## src/rtl/utxq_pkg.sv

```systemverilog
package utxq_pkg;

  localparam int FRAME_W = 12;

  typedef struct packed {
    logic seven;
    logic par_en;
    logic par_even;
    logic two_stop;
  } line_fmt_t;

  // free-slot count that sets the transmit status
  function automatic logic [7:0] thr_entries(input logic [1:0] sel);
    case (sel)
      2'b00:   return 8'd1;
      2'b01:   return 8'd4;
      default: return 8'd8;
    endcase
  endfunction

  function automatic logic [3:0] frame_len(input line_fmt_t f);
    logic [3:0] n;
    n = f.seven ? 4'd9 : 4'd10;            // start + data + one stop
    if (f.par_en)   n = n + 4'd1;
    if (f.two_stop) n = n + 4'd1;
    return n;
  endfunction

  function automatic logic [FRAME_W-1:0] frame_bits(input logic [7:0] d,
                                                    input line_fmt_t f);
    logic [FRAME_W-1:0] v;
    logic p;
    v    = '1;
    v[0] = 1'b0;
    if (f.seven) begin
      v[7:1] = d[6:0];
      p      = ^d[6:0];
      if (f.par_en) v[8] = f.par_even ? p : ~p;
    end else begin
      v[8:1] = d;
      p      = ^d;
      if (f.par_en) v[9] = f.par_even ? p : ~p;
    end
    return v;
  endfunction

endpackage

```

## src/rtl/utxq_fifo.sv

```systemverilog
module utxq_fifo #(
  parameter int DEPTH = 8,
  parameter int W     = 8
) (
  input  logic                         clk,
  input  logic                         rst_n,
  input  logic                         flush,
  input  logic                         wr_valid,
  input  logic [W-1:0]                 wr_data,
  output logic                         wr_ready,
  output logic                         dropped,
  input  logic                         pop,
  output logic [W-1:0]                 rd_data,
  output logic [$clog2(DEPTH+1)-1:0]   level,
  output logic                         full,
  output logic                         empty
);
  localparam int AW = (DEPTH > 1) ? $clog2(DEPTH) : 1;
  localparam int CW = $clog2(DEPTH+1);
  localparam logic [CW-1:0] DEPTH_C = CW'(DEPTH);
  localparam logic [AW-1:0] LAST_P  = AW'(DEPTH-1);

  logic [W-1:0]  mem [DEPTH];
  logic [AW-1:0] wp, rp;
  logic          push, take;

  assign full     = (level == DEPTH_C);
  assign empty    = (level == '0);
  assign wr_ready = !full && !flush;
  assign dropped  = wr_valid && full && !flush;
  assign push     = wr_valid && wr_ready;
  assign take     = pop && !empty && !flush;
  assign rd_data  = mem[rp];

  always_ff @(posedge clk or negedge rst_n) begin
    if (!rst_n) begin
      wp <= '0; rp <= '0; level <= '0;
    end else if (flush) begin
      wp <= '0; rp <= '0; level <= '0;
    end else begin
      if (push) wp <= (wp == LAST_P) ? '0 : wp + AW'(1);
      if (take) rp <= (rp == LAST_P) ? '0 : rp + AW'(1);
      case ({push, take})
        2'b10:   level <= level + CW'(1);
        2'b01:   level <= level - CW'(1);
        default: level <= level;
      endcase
    end
  end

  always_ff @(posedge clk) begin
    if (push) mem[wp] <= wr_data;
  end


  flush_empties_chk: assert property (@(posedge clk) disable iff (!rst_n)
    flush |=> (level == '0));

  full_drop_chk: assert property (@(posedge clk) disable iff (!rst_n)
    (wr_valid && full && !flush && !pop) |=> (level == DEPTH_C));

endmodule

```

## src/rtl/utxq_ser.sv

```systemverilog
module utxq_ser
  import utxq_pkg::*;
#(
  parameter int OVS = 16
) (
  input  logic       clk,
  input  logic       rst_n,
  input  logic       tick16,
  input  logic       abort,
  input  logic       start,
  input  logic [7:0] data,
  input  line_fmt_t  fmt,
  output logic       busy,
  output logic       line
);
  localparam int TW = (OVS > 1) ? $clog2(OVS) : 1;
  localparam logic [TW-1:0] TLAST = TW'(OVS-1);

  logic [FRAME_W-1:0] sh;
  logic [3:0]         left;
  logic [TW-1:0]      tcnt;

  always_ff @(posedge clk or negedge rst_n) begin
    if (!rst_n) begin
      busy <= 1'b0; sh <= '1; left <= '0; tcnt <= '0;
    end else if (abort) begin
      busy <= 1'b0; sh <= '1; left <= '0; tcnt <= '0;
    end else if (start && !busy) begin
      busy <= 1'b1;
      sh   <= frame_bits(data, fmt);
      left <= frame_len(fmt);
      tcnt <= '0;
    end else if (busy && tick16) begin
      if (tcnt == TLAST) begin
        tcnt <= '0;
        sh   <= {1'b1, sh[FRAME_W-1:1]};
        left <= left - 4'd1;
        if (left == 4'd1) busy <= 1'b0;
      end else begin
        tcnt <= tcnt + TW'(1);
      end
    end
  end

  assign line = busy ? sh[0] : 1'b1;


  start_bit_low_chk: assert property (@(posedge clk) disable iff (!rst_n)
    $rose(busy) |-> (line == 1'b0));

  line_hold_chk: assert property (@(posedge clk) disable iff (!rst_n)
    (busy && !tick16 && !abort) |=> $stable(line));

endmodule

```

## src/rtl/utxq_flow.sv

```systemverilog
module utxq_flow #(
  parameter int SYNC_N = 2,
  parameter int RXLW   = 5,
  parameter int THW    = 4
) (
  input  logic            clk,
  input  logic            rst_n,
  input  logic            cts_n,
  input  logic            cts_gate_en,
  input  logic            rts_auto_en,
  input  logic            rts_sw_off,
  input  logic [THW-1:0]  rts_level,
  input  logic [RXLW-1:0] rx_level,
  output logic            cts_sync,
  output logic            cts_block,
  output logic            rts_n
);
  logic [SYNC_N-1:0] sync;
  logic              over;

  always_ff @(posedge clk or negedge rst_n) begin
    if (!rst_n) sync <= '1;
    else        sync <= {sync[SYNC_N-2:0], cts_n};
  end

  assign cts_sync  = sync[SYNC_N-1];
  assign cts_block = cts_gate_en && cts_sync;
  assign over      = int'(rx_level) >= int'(rts_level);

  always_ff @(posedge clk or negedge rst_n) begin
    if (!rst_n) rts_n <= 1'b1;
    else        rts_n <= rts_sw_off || (rts_auto_en && over);
  end


  rts_sw_chk: assert property (@(posedge clk) disable iff (!rst_n)
    rts_sw_off |=> rts_n);

  rts_release_chk: assert property (@(posedge clk) disable iff (!rst_n)
    (!rts_sw_off && !rts_auto_en) |=> !rts_n);

endmodule

```

## src/rtl/uart_txq_flow.sv

```systemverilog
module uart_txq_flow
  import utxq_pkg::*;
#(
  parameter int DEPTH       = 8,
  parameter int OVS         = 16,
  parameter int SRST_CYCLES = 4,
  parameter int RXLW        = 5,
  parameter int THW         = 4
) (
  input  logic            clk,
  input  logic            rst_n,
  input  logic            tick16,
  input  logic            fmt_seven,
  input  logic            fmt_par_en,
  input  logic            fmt_par_even,
  input  logic            fmt_two_stop,
  input  logic            wr_valid,
  output logic            wr_ready,
  input  logic [7:0]      wr_data,
  input  logic [1:0]      thr_sel,
  input  logic            fifo_rst_en,
  input  logic            tx_fifo_rst,
  input  logic            srst_req,
  output logic            srst_busy,
  input  logic            cts_gate_en,
  input  logic            rts_auto_en,
  input  logic            rts_sw_off,
  input  logic            tx_disable,
  input  logic            brk_force,
  input  logic [THW-1:0]  rts_level,
  input  logic [RXLW-1:0] rx_level,
  input  logic            cts_n,
  output logic            rts_n,
  output logic            txd,
  output logic            tx_irq,
  input  logic            tx_irq_clr,
  output logic            ovf,
  input  logic            ovf_clr,
  output logic            cts_state,
  output logic            tx_ready,
  output logic            all_sent
);
  localparam int CW  = $clog2(DEPTH+1);
  localparam int SCW = (SRST_CYCLES > 1) ? $clog2(SRST_CYCLES) : 1;
  localparam logic [CW-1:0]  DEPTH_C = CW'(DEPTH);
  localparam logic [SCW-1:0] SLAST   = SCW'(SRST_CYCLES-1);

  logic [SCW-1:0] srst_cnt;
  logic           flush, dropped, full, empty, start, ser_busy, line;
  logic           cts_block, space_ok;
  logic [CW-1:0]  level, free_n;
  logic [7:0]     head;
  line_fmt_t      fmt;

  assign fmt   = '{seven: fmt_seven, par_en: fmt_par_en,
                   par_even: fmt_par_even, two_stop: fmt_two_stop};
  assign flush = srst_busy || (fifo_rst_en && tx_fifo_rst);
  assign start = !ser_busy && !empty && !tx_disable && !cts_block && !flush;

  // software reset: fixed-length busy window, then self-release
  always_ff @(posedge clk or negedge rst_n) begin
    if (!rst_n) begin
      srst_busy <= 1'b0; srst_cnt <= '0;
    end else if (srst_busy) begin
      if (srst_cnt == SLAST) begin
        srst_busy <= 1'b0; srst_cnt <= '0;
      end else begin
        srst_cnt <= srst_cnt + SCW'(1);
      end
    end else if (srst_req) begin
      srst_busy <= 1'b1; srst_cnt <= '0;
    end
  end

  utxq_fifo #(.DEPTH(DEPTH), .W(8)) u_fifo (
    .clk, .rst_n, .flush, .wr_valid, .wr_data, .wr_ready, .dropped,
    .pop(start), .rd_data(head), .level, .full, .empty
  );

  utxq_ser #(.OVS(OVS)) u_ser (
    .clk, .rst_n, .tick16, .abort(srst_busy), .start, .data(head), .fmt,
    .busy(ser_busy), .line
  );

  utxq_flow #(.SYNC_N(2), .RXLW(RXLW), .THW(THW)) u_flow (
    .clk, .rst_n, .cts_n, .cts_gate_en, .rts_auto_en, .rts_sw_off,
    .rts_level, .rx_level, .cts_sync(cts_state), .cts_block, .rts_n
  );

  assign free_n   = DEPTH_C - level;
  assign space_ok = int'(free_n) >= int'(thr_entries(thr_sel));

  always_ff @(posedge clk or negedge rst_n) begin
    if (!rst_n) begin
      tx_irq <= 1'b0; ovf <= 1'b0;
    end else begin
      if (srst_busy || tx_irq_clr) tx_irq <= 1'b0;
      else if (space_ok)           tx_irq <= 1'b1;
      if (srst_busy || ovf_clr)    ovf <= 1'b0;
      else if (dropped)            ovf <= 1'b1;
    end
  end

  assign txd      = brk_force ? 1'b0 : line;
  assign tx_ready = !full;
  assign all_sent = empty && !ser_busy;


  cts_start_chk: assert property (@(posedge clk) disable iff (!rst_n)
    $rose(ser_busy) |-> $past(!cts_block && !tx_disable));

  srst_idle_chk: assert property (@(posedge clk) disable iff (!rst_n)
    $past(srst_busy) |-> (!ser_busy && level == '0 && !ovf));

  brk_low_chk: assert property (@(posedge clk) disable iff (!rst_n)
    brk_force |-> !txd);

  sent_space_chk: assert property (@(posedge clk) disable iff (!rst_n)
    all_sent |-> tx_ready);

endmodule

```

## config.mk

```make
export PLATFORM = sky130hd
export DESIGN_NAME = uart_txq_flow
export DESIGN_NICKNAME = d
export VERILOG_FILES = /design/src/rtl/utxq_pkg.sv /design/src/rtl/utxq_fifo.sv /design/src/rtl/utxq_ser.sv /design/src/rtl/utxq_flow.sv /design/src/rtl/uart_txq_flow.sv
export SDC_FILE = /design/constraint.sdc
export NUM_CORES = 1
export LEC_CHECK = 0
export BUFFER_PORTS_ARGS = -buffer_cell sky130_fd_sc_hd__clkbuf_2
export CORE_MARGIN = 2
export CORE_UTILIZATION = 48
export CTS_BUF_LIST = sky130_fd_sc_hd__clkbuf_4
export DETAILED_ROUTE_END_ITERATION = 6
export PLACE_DENSITY = 0.67
export REMOVE_ABC_BUFFERS = 1
export SLEW_MARGIN = 10
export SYNTH_ARGS = -nofsm -noshare
export SYNTH_HDL_FRONTEND = slang
export SYNTH_SLANG_ARGS = --single-unit
```

## constraint.sdc

```tcl
create_clock -name clk -period 3 [get_ports clk]
set_input_delay 0.3 -clock clk [delete_from_list [all_inputs] [get_ports clk]]
set_output_delay 0.3 -clock clk [all_outputs]
set_load 0.03 [all_outputs]
```

Word level (Yosys, flattened, before mapping)
Memories as Yosys holds them, arrays and structs flattened.
Cells that the tools add are included.
W data, S select, Z words.

operators by class
  $add $sub $neg = 10
  $mul = 0
  div/mod/pow operators = 0
  order comparisons = 2
  equality and inequality tests = 9
  shift-type cells = 0
  mux-type cells = 51
  bitwise logic cells = 2
  reductions and logical operators = 41

operators by type and width
  kind                   count
  $mux W4                13
  $mux W12               4
  $mux W1                21
  $mux W3                6
  $add A4 B1 Y4 const B  4
  $logic_and A1 B1 Y1    16
  $pmux W4 S2            2
  $reduce_bool A3 Y1     4
  $reduce_bool A2 Y1     5
  $eq A4 B4 Y1 const B   2
  $ge A4 B8 Y1           1
  $mux W2                4
  $mux W8                1
  $reduce_xor A8 Y1      1
  $sub A4 B1 Y4 const B  2
  $reduce_xor A7 Y1      1
  $add A3 B1 Y3 const B  2
  $eq A3 B3 Y1 const B   2
  $logic_not A1 Y1       6
  $ge A5 B4 Y1           1
  $eq A2 B1 Y1 const B   2
  $eq A2 B2 Y1 const B   2
  $eq A4 B1 Y1 const B   1
  $logic_not A4 Y1       1
  other kinds (7)        11

storage, ports and cells
  register bits = 39
  latch bits = 0
  bits in writable memories = 64
  ROM bits = 0
  bits of input ports = 38
  output and inout port bits = 9
  logic and storage cells = 129
  memories = 1

memories
  name        depth  bits a word  rd ports  clocked after Yosys merged registers in  wr ports  RTL line         source
  u_fifo.mem  8      8            1         0                                        1         utxq_fifo.sv:23  logic [W-1:0] mem [DEPTH];

Longest topological paths before layout
  depth in word-level cells = 13
  gate-level depth with buffers = 14

Cells and area by module
A second synthesis with hierarchy kept.

second synthesis, totals
  cell total of the unflattened synthesis = 354
  area total of the unflattened synthesis = 4,873.4 um^2

by module, submodules not included
  module         times used  cells an instance  area each (um^2)  seq. area each (um^2)
  utxq_fifo      1           171                3,123.0           2,172.1
  utxq_ser       1           129                1,203.7           488.0
  uart_txq_flow  1           36                 349.1             125.1
  utxq_flow      1           18                 197.7             78.8

Worst setup path after synthesis
Ideal clock, no wire load.

  kind = register -> register
  start = reg u_fifo.level[0]
  end = reg u_fifo.level[3]
  arrival = 2.771 ns
  setup slack = 0.107 ns
  stages on the path, launching flop included = 14
  buffers on the path = 1
  period minus slack after synthesis = 2.893 ns
  path through = dfrtp_1 inv_1 ha_1 nand3b_1 and3_1 clkbuf_1 nor2_1 ha_1 a21o_1 a21oi_1 nand3_1 o21ai_0 a21oi_1 a32o_1

between the ends
  elaborated cells between the ends (all ways) = 19
  classes of those cells = add/sub (2); eq/ne (3); mux (2); reduce/logical (12)

RTL lines
  element                                       RTL line             source
  from (decl)                                   utxq_fifo.sv:14      output logic [$clog2(DEPTH+1)-1:0] level,
  from (signal assigned)                        utxq_fifo.sv:44      2'b10: level <= level + CW'(1);
  from (signal assigned)                        utxq_fifo.sv:45      2'b01: level <= level - CW'(1);
  from (signal assigned)                        utxq_fifo.sv:46      default: level <= level;
  $eq A4 B4 Y1 *                                utxq_fifo.sv:27      assign full = (level == DEPTH_C);
  $logic_not A1 Y1 *                            n/a
  named net tx_ready                            uart_txq_flow.sv:40  output logic tx_ready,
  $logic_and A1 B1 Y1 *                         utxq_fifo.sv:29      assign wr_ready = !full && !flush;
  $logic_and A1 B1 Y1 *                         utxq_fifo.sv:31      assign push = wr_valid && wr_ready;
  $eq A2 B1 Y1 or $eq A2 B2 Y1 (tied branches)  utxq_fifo.sv:43      case ({push, take})
  $pmux W4 S2                                   utxq_fifo.sv:43
  $mux W4                                       utxq_fifo.sv:38      end else if (flush) begin

Mark *: on every way through the listed nets, which the timed path passes. The rest lies on a longest branch.
A chain may end at the register's enable or synchronous reset.

Final worst setup path
  start = reg u_fifo.level[0]
  end = reg u_fifo.level[3]

between the ends
  longest elaborated chain between the ends = 11
  elaborated cells between the ends (all ways) = 19
  classes of those cells = add/sub (2); eq/ne (3); mux (2); reduce/logical (12)

RTL lines
  element                                       RTL line                              source
  $logic_not A4 Y1                              utxq_fifo.sv:28                       assign empty = (level == '0);
  $logic_not A1 Y1                              utxq_fifo.sv:32, uart_txq_flow.sv:58
  $logic_and A1 B1 Y1 (4 in a row)              uart_txq_flow.sv:58                   assign start = !ser_busy && !empty && !tx_disable && !cts_block && !flush;
  $logic_and A1 B1 Y1 (2 in a row)              utxq_fifo.sv:32                       assign take = pop && !empty && !flush;
  $eq A2 B1 Y1 or $eq A2 B2 Y1 (tied branches)  utxq_fifo.sv:43
  $pmux W4 S2                                   utxq_fifo.sv:43
  $mux W4                                       utxq_fifo.sv:38

Parallel ways exist; a longest one is shown, timed or not.

==> impl_metrics.env <==
export IMPL_clkPwrFrac_pct=25.2
export IMPL_wl_per_cell_microns=15.5
export IMPL_place_inst=526
export IMPL_place_congestion=0.842
export IMPL_cts_root_buffer="clkbuf_4"
export IMPL_cp_required_ps=3350
export IMPL_drive_gt1_share_pct=26.9
export IMPL_drt_pass1_iter_count=4
export IMPL_critPathMaxFanout=4
export IMPL_die_w_microns=103
export IMPL_slew_headroom_pct=40.1
export IMPL_ant_nets=0
export IMPL_grt_use_total_pct=17.1
export IMPL_final_cells=546
export IMPL_grt_max_degree=38
export IMPL_hold_path_class="primary input to flop"
export IMPL_io_pins=47
export IMPL_status="finished clean"
export IMPL_leakage_nw=2.14
export IMPL_synth_edf_count=64
export IMPL_clock_sinks=101
export IMPL_initial_core_util_pct=48.9
export IMPL_dpl_hpwl_microns=5980
export IMPL_ys_flop_type="edfxtp_1"
export IMPL_coreArea_sq_um=9680
export IMPL_reg2reg_from="u_fifo.level[0]$_DFFE_PN0P_"
export IMPL_p_comb_share_pct=17.5
export IMPL_period_share_pct=88.4
export IMPL_numPortBuffers=46
export IMPL_ys_ff_latch=101
export IMPL_grt_pass1_vias=2713
export IMPL_drv_cap=0
export IMPL_rsz0062_at_grt="false"
export IMPL_seqPwrFrac_pct=57.3
export IMPL_drcViolationCount=0
export IMPL_cp_start_kind="flop"
export IMPL_yosysSeqAreaShare_pct=60.5
export IMPL_worstSkewPairLatency_ps=440
export IMPL_cts_made_buffers=9
export IMPL_crit_arrival_ps=3000
export IMPL_syn_inst=341
export IMPL_cp_end_kind="flop"
export IMPL_synth_warnings=0
export IMPL_sw_frac_of_total_pct=29.3
export IMPL_clockBufferDepth=2
export IMPL_clk_pin_slew_ps=170
export IMPL_crit_type="flop to flop"
export IMPL_grt_pass1_wl_microns=13500
export IMPL_clock_fmax_mhz=377
export IMPL_dieArea_sq_um=10700
export IMPL_p_int_mw=1.94
export IMPL_vias_per_cell=5.26
export IMPL_crit_chain="inv_1, ha_1, or3b_1, nand3_1, nor2_1, ha_1, a21o_1, a21oi_1, nand3_1, o21ai_0, a21oi_1, a32o_1"
export IMPL_fin_hold_ws_ps=64.2
export IMPL_synthArstFlopShare_pct=36.6
export IMPL_initialDrtViolationCount=163
export IMPL_die_h_microns=103
export IMPL_netlist_area_sq_um=4730
export IMPL_worst_pin_slew_ps=898
export IMPL_cts_tree="done"
export IMPL_worst_ir_drop_vdd_v=0.000274
export IMPL_period_minus_slack_ps=2650
export IMPL_area_growth_pct=14.1
export IMPL_critical_path_max_stage_delay_ps=460
export IMPL_p_switching_mw=0.806
export IMPL_nets=468
export IMPL_slew_viol_final=0
export IMPL_synth_distinct_cells=52
export IMPL_rows=36
export IMPL_routed_wl_microns=8460
export IMPL_vias=2874
export IMPL_syn_avg_cell_area_sq_um=13.9
export IMPL_critical_path_startpoint="u_fifo.level[0]$_DFFE_PN0P_"
export IMPL_antenna_found_initial=0
export IMPL_setup_violations=0
export IMPL_hold_viol_final=0
export IMPL_power_density_nw_per_um2=509
export IMPL_min_from="rts_auto_en"
export IMPL_crit_slowest_cell="dfrtp_1"
export IMPL_grt_remaining_overflow=0
export IMPL_setup_tns_ps=0
export IMPL_antenna_cells=0
export IMPL_fin_skew_ps=28.5
export IMPL_cts_htree_levels=3
-- worst paths after layout --
path | cells past startpoint | end | slack, ps
setup / recovery | 12 | u_fifo.level[3]$_DFFE_PN0P_ | 350
hold / removal | 2 | u_flow.rts_n$_DFF_PN1_ | 60
setup reg to reg | 12 | u_fifo.level[3]$_DFFE_PN0P_ | 350
hold reg to reg | 0 | u_flow.sync[1]$_DFF_PN1_ | 370
max in group asynchronous | 2 | u_ser.tcnt[0]$_DFFE_PN0P_ | 1940
min in group asynchronous | 2 | srst_busy$_DFF_PN0_ | 490
-- final cells by class --
type | instances | area (sq um)
inverters | 13 | 48.8
repair buffers | 70 | 433
flip-flops and latches | 101 | 2860
well taps | 133 | 166
clock inverters | 7 | 85.1
multi-input cells | 213 | 1740
clock buffers | 9 | 67.6
fillers | 800 | 4280
-- power by group through the flow --
stage / logic (mW) / registers (mW) / clock network, mW
after floorplan: 0.274 / 1.63 / 0
after global placement: 0.472 / 1.60 / 0
after detailed placement: 0.483 / 1.61 / 0
after CTS: 0.488 / 1.58 / 0.727
after global routing: 0.535 / 1.58 / 0.788
final: 0.480 / 1.58 / 0.694
-- cell usage after synthesis, drive strengths merged, types with 2 or more instances --
cell type	instances	area, sq um
edfxtp	64	1920
nand3b	2	15.0
a32oi	7	61.3
clkbuf	7	26.3
nand2	40	150
buf	7	56.3
dfstp	13	342
a21oi	12	60.1
inv	13	48.8
nand3	9	45.0
xor2	6	52.6
and3	2	12.5
o21ai	9	45.0
nand2b	6	37.5
dfrtp	24	601
mux2i	11	148
nor2	22	82.6
nor3	7	35.0
a211oi	2	15.0
xnor2	14	123
a21o	3	22.5
and2	2	12.5
ha	21	263
nor4	2	12.5
mux4	16	375
-- per-layer routing --
layer	vias up	part of all wire, %	track usage (%)
met5	-	0	0
met4	0	0.78	3.64
met3	6	3.9	5.04
met2	61	50	28.9
met1	1407	45	22.0
li1	1400	-	-
-- worst max-delay path, delay by kind of cell (launching register included) --
| family | cells | cell delay, ps |
|---|---|---|
| AOI/OAI and AO/OA | 5 | 770 |
| DFF | 1 | 460 |
| adders and majority gates | 2 | 480 |
| and+or+nand+nor | 4 | 710 |
| buffers and inverters | 1 | 130 |
-- cells by family (layout without fill, tap and decap cells) --
logic type | Yosys count | in the layout | share of synthesized area, %
fa+ha+maj | 22 | 22 | 5.98
xor+xnor | 20 | 20 | 3.70
compound gates | 45 | 45 | 6.30
mux | 28 | 28 | 11.3
buf+inv | 27 | 99 | 2.78
simple gates | 98 | 98 | 9.42
flops | 101 | 101 | 60.5
-- placed cells by master (no fill, tap or decap), types with 6 or more instances in the layout --
| cell type | netlist | layout |
|---|---|---|
| a21oi_1 | 12 | 12 |
| a32oi_1 | 7 | 7 |
| buf_4 | 1 | 19 |
| clkbuf_2 | 0 | 46 |
| clkbuf_4 | 0 | 9 |
| dfrtp_1 | 24 | 24 |
| dfstp_2 | 13 | 13 |
| edfxtp_1 | 64 | 64 |
| ha_1 | 21 | 21 |
| inv_1 | 13 | 13 |
| mux2i_1 | 8 | 8 |
| mux4_2 | 12 | 12 |
| nand2_1 | 40 | 40 |
| nand2b_1 | 6 | 6 |
| nand3_1 | 9 | 9 |
| nor2_1 | 22 | 22 |
| nor3_1 | 7 | 7 |
| o21ai_1 | 6 | 6 |
| xnor2_1 | 14 | 14 |
| xor2_1 | 6 | 6 |
-- what timing repair did --
item	in CTS	in global routing
resized for setup	0	0
hold buffers	3	1
setup buffers	0	0
endpoints found under the hold margin	26	1
-- through the flow --
stage / instance area [sq um] / worst slack, ps / util [%] / power, mW
6_report: 5400 / 349 / 55.8 / 2.75
5_1_grt: 5400 / 148 / 55.8 / 2.91
4_1_cts: 5390 / 345 / 55.7 / 2.79
3_5_place_dp: 5210 / 366 / 53.8 / 2.09
3_3_place_gp: 5210 / 420 / 53.8 / 2.07
2_1_floorplan: 4650 / -43.6 / - / 1.91
-- sequential cells by signal, indices dropped and copies added (netlist names) --
| register | count |
|---|---|
| srst_cnt | 2 |
| u_ser.sh | 10 |
| u_ser.busy | 1 |
| u_fifo.level | 4 |
| u_fifo.rp | 3 |
| u_flow.rts_n | 1 |
| u_flow.sync | 2 |
| u_fifo.mem | 64 |
| u_ser.tcnt | 4 |
| tx_irq | 1 |
| u_ser.left | 4 |
| srst_busy | 1 |
| u_fifo.wp | 3 |
| ovf | 1 |
No activity file was read; power rests on OpenSTA's default activity.
